$ cat src/rtl/rtc_sio_pkg.sv
package rtc_sio_pkg;
  localparam int DIG_W  = 4;
  localparam int BYTE_W = 8;
  localparam int RD_W   = 52;
  localparam int WR_W   = 44;
  localparam int NIB_N  = RD_W / DIG_W;

  typedef enum logic [1:0] {SES_IDLE, SES_READ, SES_WRITE} ses_e;

  function automatic logic [RD_W-1:0] warn_word();
    logic [RD_W-1:0] w;
    for (int n = 0; n < NIB_N; n++) w[n*DIG_W +: DIG_W] = 4'hE;
    return w;
  endfunction
endpackage

$ cat src/rtl/rtc_sio_sync.sv
module rtc_sio_sync #(
  parameter int W      = 1,
  parameter int STAGES = 2
) (
  input  logic         clk_i,
  input  logic         rst_ni,
  input  logic [W-1:0] d_i,
  output logic [W-1:0] q_o
);
  logic [W-1:0] stg [STAGES];

  always_ff @(posedge clk_i or negedge rst_ni) begin
    if (!rst_ni) begin
      for (int k = 0; k < STAGES; k++) stg[k] <= '0;
    end else begin
      stg[0] <= d_i;
      for (int k = 1; k < STAGES; k++) stg[k] <= stg[k-1];
    end
  end

  assign q_o = stg[STAGES-1];
endmodule

$ cat src/rtl/rtc_sio_edge.sv
module rtc_sio_edge #(
  parameter int W = 1
) (
  input  logic         clk_i,
  input  logic         rst_ni,
  input  logic [W-1:0] d_i,
  output logic [W-1:0] rise_o,
  output logic [W-1:0] fall_o
);
  logic [W-1:0] d_q;

  always_ff @(posedge clk_i or negedge rst_ni) begin
    if (!rst_ni) d_q <= '0;
    else         d_q <= d_i;
  end

  assign rise_o = d_i & ~d_q;
  assign fall_o = ~d_i & d_q;
endmodule

$ cat src/rtl/rtc_sio_shreg.sv
module rtc_sio_shreg
  import rtc_sio_pkg::*;
(
  input  logic            clk_i,
  input  logic            rst_ni,
  input  logic            cap_i,
  input  logic [RD_W-1:0] cap_data_i,
  input  logic            clr_i,
  input  logic            rd_shift_i,
  input  logic            wr_shift_i,
  input  logic            din_i,
  output logic [RD_W-1:0] q_o
);
  logic [RD_W-1:0] sr;

  always_ff @(posedge clk_i or negedge rst_ni) begin
    if (!rst_ni)         sr <= '0;
    else if (cap_i)      sr <= cap_data_i;
    else if (clr_i)      sr <= '0;
    else if (rd_shift_i) sr <= sr >> 1;
    else if (wr_shift_i) sr <= {{(RD_W-WR_W){1'b0}}, din_i, sr[WR_W-1:1]};
  end

  assign q_o = sr;
endmodule

$ cat src/rtl/rtc_serial_port.sv
module rtc_serial_port
  import rtc_sio_pkg::*;
#(
  parameter int SYNC_STAGES = 2
) (
  input  logic              clk_i,
  input  logic              rst_ni,
  input  logic              ce_i,
  input  logic              sclk_i,
  input  logic              dir_i,
  input  logic              sdio_i,
  output logic              sdio_o,
  output logic              sdio_oe_o,
  input  logic              low_supply_i,
  input  logic [RD_W-1:0]   time_i,
  output logic              freeze_o,
  output logic              load_o,
  output logic [BYTE_W-1:0] ld_year_o,
  output logic [BYTE_W-1:0] ld_month_o,
  output logic [BYTE_W-1:0] ld_date_o,
  output logic [DIG_W-1:0]  ld_dow_o,
  output logic [BYTE_W-1:0] ld_hour_o,
  output logic [BYTE_W-1:0] ld_minute_o
);
  localparam logic [RD_W-1:0] WARN = warn_word();

  logic [3:0] pins_s;
  logic       ce_s, sclk_s, dir_s, din_s;
  logic [1:0] rise, fall;
  logic       ce_rise, ce_fall, sclk_rise, sclk_fall;
  ses_e       ses_q;
  logic [RD_W-1:0] sr;

  rtc_sio_sync #(.W(4), .STAGES(SYNC_STAGES)) u_sync (
    .clk_i (clk_i),
    .rst_ni(rst_ni),
    .d_i   ({sdio_i, dir_i, sclk_i, ce_i}),
    .q_o   (pins_s)
  );
  assign {din_s, dir_s, sclk_s, ce_s} = pins_s;

  rtc_sio_edge #(.W(2)) u_edge (
    .clk_i (clk_i),
    .rst_ni(rst_ni),
    .d_i   ({sclk_s, ce_s}),
    .rise_o(rise),
    .fall_o(fall)
  );
  assign {sclk_rise, ce_rise} = rise;
  assign {sclk_fall, ce_fall} = fall;

  // session type is fixed by the select level at the chip-enable rise
  always_ff @(posedge clk_i or negedge rst_ni) begin
    if (!rst_ni)      ses_q <= SES_IDLE;
    else if (ce_rise) ses_q <= dir_s ? SES_WRITE : SES_READ;
    else if (ce_fall) ses_q <= SES_IDLE;
  end

  rtc_sio_shreg u_sr (
    .clk_i     (clk_i),
    .rst_ni    (rst_ni),
    .cap_i     (ce_rise & ~dir_s),
    .cap_data_i(low_supply_i ? WARN : time_i),
    .clr_i     (ce_rise & dir_s),
    .rd_shift_i((ses_q == SES_READ) & sclk_fall),
    .wr_shift_i((ses_q == SES_WRITE) & sclk_rise),
    .din_i     (din_s),
    .q_o       (sr)
  );

  always_ff @(posedge clk_i or negedge rst_ni) begin
    if (!rst_ni) begin
      load_o      <= 1'b0;
      ld_year_o   <= '0;
      ld_month_o  <= '0;
      ld_date_o   <= '0;
      ld_dow_o    <= '0;
      ld_hour_o   <= '0;
      ld_minute_o <= '0;
    end else begin
      load_o <= (ses_q == SES_WRITE) & ce_fall;
      if ((ses_q == SES_WRITE) & ce_fall) begin
        ld_year_o   <= sr[7:0];
        ld_month_o  <= sr[15:8];
        ld_date_o   <= sr[23:16];
        ld_dow_o    <= sr[27:24];
        ld_hour_o   <= sr[35:28];
        ld_minute_o <= sr[43:36];
      end
    end
  end

  assign sdio_oe_o = (ses_q == SES_READ);
  assign sdio_o    = sr[0] & sdio_oe_o;
  assign freeze_o  = (ses_q == SES_WRITE);
endmodule

$ cat config.mk
export PLATFORM = sky130hd
export DESIGN_NAME = rtc_serial_port
export DESIGN_NICKNAME = d
export VERILOG_FILES = /design/src/rtl/rtc_sio_pkg.sv /design/src/rtl/rtc_sio_sync.sv /design/src/rtl/rtc_sio_edge.sv /design/src/rtl/rtc_sio_shreg.sv /design/src/rtl/rtc_serial_port.sv
export SDC_FILE = /design/constraint.sdc
export NUM_CORES = 1
export LEC_CHECK = 0
export ABC_AREA = 1
export CAP_MARGIN = 20
export CORE_UTILIZATION = 66
export CTS_BUF_LIST = sky130_fd_sc_hd__clkbuf_4
export DETAILED_ROUTE_END_ITERATION = 7
export DONT_BUFFER_PORTS = 1
export PLACE_DENSITY = 0.89
export REMOVE_ABC_BUFFERS = 1
export SLEW_MARGIN = 20
export SYNTH_ARGS = -nofsm -noshare
export SYNTH_HDL_FRONTEND = slang
export SYNTH_SLANG_ARGS = --single-unit
$ cat constraint.sdc
create_clock -name clk_i -period 1.7 [get_ports clk_i]
set_input_delay 0.085 -clock clk_i [delete_from_list [all_inputs] [get_ports clk_i]]
set_output_delay 0.085 -clock clk_i [all_outputs]
set_load 0.01 [all_outputs]
# After elaboration in Yosys (flattened, before gate mapping)
# Cells that the tools add are included.
# Widths: inputs -> output; s select.
classes:
  n_mux: 8
  n_eq_ne: 2
  bitwise_logic: 11
  reduce_logical: 2
ops:
  columns: ["operator", "n"]
  rows:
  - ["$mux 52", 5]
  - ["$and 1x1->1", 6]
  - ["$mux 2", 3]
  - ["$and 2x2->2", 2]
  - ["$not 2->2", 2]
  - ["$reduce_bool 4->1", 1]
  - ["$eq 2x1->1 const B", 1]
  - ["$eq 2x2->1 const B", 1]
  - ["$reduce_bool 2->1", 1]
  - ["$not 1->1", 1]
totals:
  register_bits: 109
  word_cells: 35

# Logic depth before layout (Yosys ltp)
logic_depth:
  word_depth: 7
  mapped_depth: 10
  ltp_nobuf: 8

# Modules after synthesis
# Synthesis repeated with hierarchy kept, for this count alone.
unflattened:
  cells_unflattened: 683
  area_unflattened_um2: 5316.3
by_module_without_submodules:
  columns: ["module", "area_each_um2", "instances", "cells_per_inst"]
  rows:
  - ["rtc_sio_shreg", 2621.3, 1, 375]
  - ["rtc_serial_port", 2384.8, 1, 286]
  - ["rtc_sio_sync", 230.2, 1, 12]
  - ["rtc_sio_edge", 80.1, 1, 10]

# Worst setup path before layout
# No wires, ideal clock.
synth_timing:
  path_type: "reg-to-reg"
  from: "register u_sync.stg, in the netlist u_sync.q_o[0]"
  to: "register u_sr.sr[2], in the netlist u_sr.q_o[2]"
  setup_slack_ps: 252
  arrival_ps: 1316
  path_buffers: 2
  t_required_ps: 1569
  stages_incl_launch_ff: 10
  cell_sequence: "dfrtp_1 > ha_1 > buf_2 > inv_2 > nor2_4 > buf_2 > o21ai_0 > o21ai_0 > nand2_1 > o21ai_0"
synth_between:
  elab_chain_cells: 4
  elab_cells_between_ends: 6
synth_rtl:
  columns: ["item", "line", "text"]
  rows:
  - ["start, declared", "rtc_sio_sync.sv:10", "logic [W-1:0] stg [STAGES];"]
  - ["$and 2x2->2 *", "rtc_sio_edge.sv:17", "assign rise_o = d_i & ~d_q;"]
  - ["$and 1x1->1", "rtc_serial_port.sv:64", ".clr_i (ce_rise & dir_s),"]
  - ["$mux 52", "rtc_sio_shreg.sv:19", "else if (clr_i) sr <= '0;"]
  - ["$mux 52", "rtc_sio_shreg.sv:18", "else if (cap_i) sr <= cap_data_i;"]
  - ["end signal, assigned", "rtc_sio_shreg.sv:18", null]
  - ["end signal, assigned", "rtc_sio_shreg.sv:20", "else if (rd_shift_i) sr <= sr >> 1;"]
  - ["end signal, assigned", "rtc_sio_shreg.sv:21", "else if (wr_shift_i) sr <= {{(RD_W-WR_W){1'b0}}, din_i, sr[WR_W-1:1]};"]
  - ["end, declared", "rtc_sio_shreg.sv:14", "logic [RD_W-1:0] sr;"]
# Mark *: on every way between the ends. The rest lies on a longest branch, timed or not.
# A chain may end at the register's enable or synchronous reset.

# Worst setup path in the final report
layout_timing:
  from: "register u_edge.d_q[0]"
  to: "register u_sr.sr[38], in the netlist u_sr.q_o[38]"
layout_between:
  elab_chain_cells: 5
  elab_cells_between_ends: 7
layout_rtl:
  columns: ["item", "line", "text"]
  rows:
  - ["start, declared", "rtc_sio_edge.sv:10", "logic [W-1:0] d_q;"]
  - ["start signal, assigned", "rtc_sio_edge.sv:14", "else d_q <= d_i;"]
  - ["$not 2->2 *", "rtc_sio_edge.sv:17", null]
  - ["$and 2x2->2 *", "rtc_sio_edge.sv:17", null]
  - ["$and 1x1->1", "rtc_serial_port.sv:64", null]
  - ["$mux 52", "rtc_sio_shreg.sv:19", null]
  - ["$mux 52", "rtc_sio_shreg.sv:18", null]
# Marked as above.

==> metrics <==
status finished with violations; failing checks negative hold slack; number of I/O pins 107; via/cell ratio 5.82; max_slew headroom 60.2%; Synth Warn # 0; DR iter-0 viols 357; compound-cell area share of the yosys netlist 19.3%; max capacitance violation total 0; Die ar. 0.00742 mm²; crit path DAT 2050 ps; Worst Hold Class in -> async; top cells by area, synth dfrtp_1 58%, o21ai_0 17%, nand2_1 9.7%; Worst VDD drop 0.647 mV; Core Area 0.00683 mm²; layout cell share with drive strength beyond 1 7.60%; clk sinks 109; Overflow after GRT 0; CP max stage cell dfrtp_1; async set or reset register ratio after synthesis 100%; Critical R2R Capture u_sr.q_o[38]; final std cells w/o fill 675; first-pass GRT wire length 17700 µm; Seq/Total Area, Yosys 58.4%; Max Slew Vio Count 0; crit start category flop; drt wl/cell 17.3 µm; placed insts 598; Die H 86.2 µm; hold_ws -689 ps; Commonest cells post-synth 155 x o21ai_0, 121 x nand2_1, 109 x dfrtp_1; synthesized cell area 0.00467 mm²; Yosys top cell by area dfrtp_1; Avg Inst Size Synth 8.87 µm²; CTS tree built; count leader, synth o21ai_0; clock root cell clkbuf_4; Post-route DRC 0; Post-Synth Adder-Cell Area 0.803%; Site Rows 30; synth unique cells 19; Setup crit start u_edge.d_q[0]; RD Place Congestion 0.844; main combinational cell family by area after synthesis compound AO/OA/AOI/OAI gates; Final min period 1670 ps; total wire length 11700 µm; Reg clk slew, reported paths 160 ps; largest net degree at the start of global routing 110; hold_buf cts 57; Post-synth top flop dfrtp_1; Clock Latency Late Sink 440 ps; actual slew at the worst max-slew pin 596 ps; FF+latch count, synth 109; r2r startpoint u_edge.d_q[0]; mux share of post-synthesis cell area 0%; die width 86.2 µm; Largest stage delay, worst path 430 ps; top cell type's share of synthesized area 58.4%; worst path cell trace inv_2 > ha_4 > inv_4 > nor2_4 > buf_4 > buf_12 > o21ai_0 > o21ai_0 > nand2_1 > o21ai_1; H-tree depth 3; Post-Synth XOR/XNOR Area 0%; CP Capture Type flop; initial antenna violation count 0; P_leak 2.50 nW; final hold violation count 109; Worst Setup Path Type reg -> reg; PD cells 1110 mW/mm²; 1st-pass router iterations 7; vias in the first global route 3793; Reg2Reg Depth 10; Total GRT Usage 31.1%; clock skew 17.3 ps; reg-to-reg setup timing slack 30 ps; synthesized instance count 527; Initial Util 68.4%; Max Fclk 0.599 GHz; # diodes 0; CTS max path bufs 2; Area growth syn-to-layout 18.0%; port buffer count 0; WP data required 2080 ps; top fanout value on the critical path 13; setup violators final 0; DRT antenna net count 0; Num CTS Buffers 9; DP HPWL 6180 µm; most used cell, CP o21ai_0; post-synthesis simple-gate area fraction 13.1%; vias 3927; Nets 637; number of flops mapped to enable cells by yosys 0; period utilization 98.3%
-- flip-flops by register name (all words and copies together) (netlist names) --
register and cells:
ld_date_o 8, ld_dow_o 4, u_sr.q_o 52, ses_q 2
ld_minute_o 8, u_sync.q_o 4, ld_year_o 8, ld_month_o 8
ld_hour_o 8, u_sync.stg 4, u_edge.d_q 2, load_o 1
-- how the worst max path moves through the flow --
| stage | depth (start not counted) | to | slack (ps) |
|---|---|---|---|
| final | 10 | u_sr.q_o[38] | 30 |
| after detailed placement | 9 | u_sr.q_o[2] | 100 |
| after CTS | 9 | u_sr.q_o[2] | 50 |
| after floorplan | 8 | u_sr.q_o[27] | -680 |
| after global placement | 9 | u_sr.q_o[2] | 240 |
| after global routing | 10 | u_sr.q_o[2] | -30 |
-- repair_timing --
item	in CTS	in global routing
setup endpoints to repair	0	33
gates resized for setup	0	9
endpoints found under the hold margin	165	109
buffers inserted	0	3
-- cell families (layout without fill, tap and decap cells) --
kind of cell | after synthesis | in the layout
flip-flops | 109 | 109
adder cells (fa/ha/maj) | 3 | 3
AND/OR/NAND/NOR | 146 | 146
AO/OA/AOI/OAI | 180 | 180
buffers and inverters | 89 | 141
-- placed cells by master, fill, tap and decap left out --
cell           Yosys  routed
a21oi_1            1       1
buf_12             0       5
buf_4              0       7
buf_6              6       1
clkbuf_16          0       2
clkbuf_4           0      10
clkinv_2           0       2
clkinv_4           0       1
dfrtp_1          109     108
dfrtp_2            0       1
dlygate4sd3_1      0      56
ha_1               3       2
ha_4               0       1
inv_1             51      50
inv_2              4       4
inv_4              0       1
inv_6              0       2
nand2_1          121     121
nand2_2            1       1
nand2_4            1       1
nand3_1           15      15
nand3_2            1       1
nand3b_4           0       1
nor2_1             2       2
nor2_4             3       3
nor3_1             1       1
o21ai_0          155     152
o21ai_1           24      27
-- worst max-delay path: cells and delay by family, from the launching register on --
kind / cells / cell delay [ps]
compound gates: 3 / 320
flops: 1 / 430
fa+ha+maj: 1 / 150
simple gates: 2 / 250
buf+inv: 4 / 440
-- where the power goes --
part           total (mW)  switching, mW  leakage, nW  internal (mW)
registers            3.75          0.523         1.42           3.22
clock network        1.15          0.827       0.0670          0.320
logic                1.23          0.754         1.02          0.479
-- cell type report --
type | instances | area (µm²)
Tap cell | 96 | 120
Timing Repair Buffer | 71 | 774
Clock inverter | 5 | 36.3
Inverter | 55 | 209
Clock buffer | 10 | 75.1
Sequential cell | 109 | 2730
Fill cell | 408 | 1310
Multi-Input combinational cell | 329 | 1570
-- metal layers --
metal / track usage [%] / routed length (µm) / share of wire [%]
met1: 38.6 / 4540 / 39
met2: 54.4 / 6120 / 52
met3: 4.91 / 723 / 6.2
met4: 12.7 / 301 / 2.6
met5: 0 / 0 / 0
-- metrics by stage --
step / TNS [ps] / total power, mW / worst slack, ps / util [%] / area, µm²
after floorplan: -34210 / 4.46 / -683 / - / 4490
after global placement: 0 / 4.71 / 236 / 69.3 / 4730
after detailed placement: 0 / 4.80 / 105 / 69.3 / 4730
after CTS: 0 / 6.04 / 53.9 / 79.4 / 5430
after global routing: -78.2 / 6.47 / -34.6 / 80.8 / 5520
final: 0 / 6.13 / 29.7 / 80.8 / 5520
No activity file was read; power rests on OpenSTA's default activity.
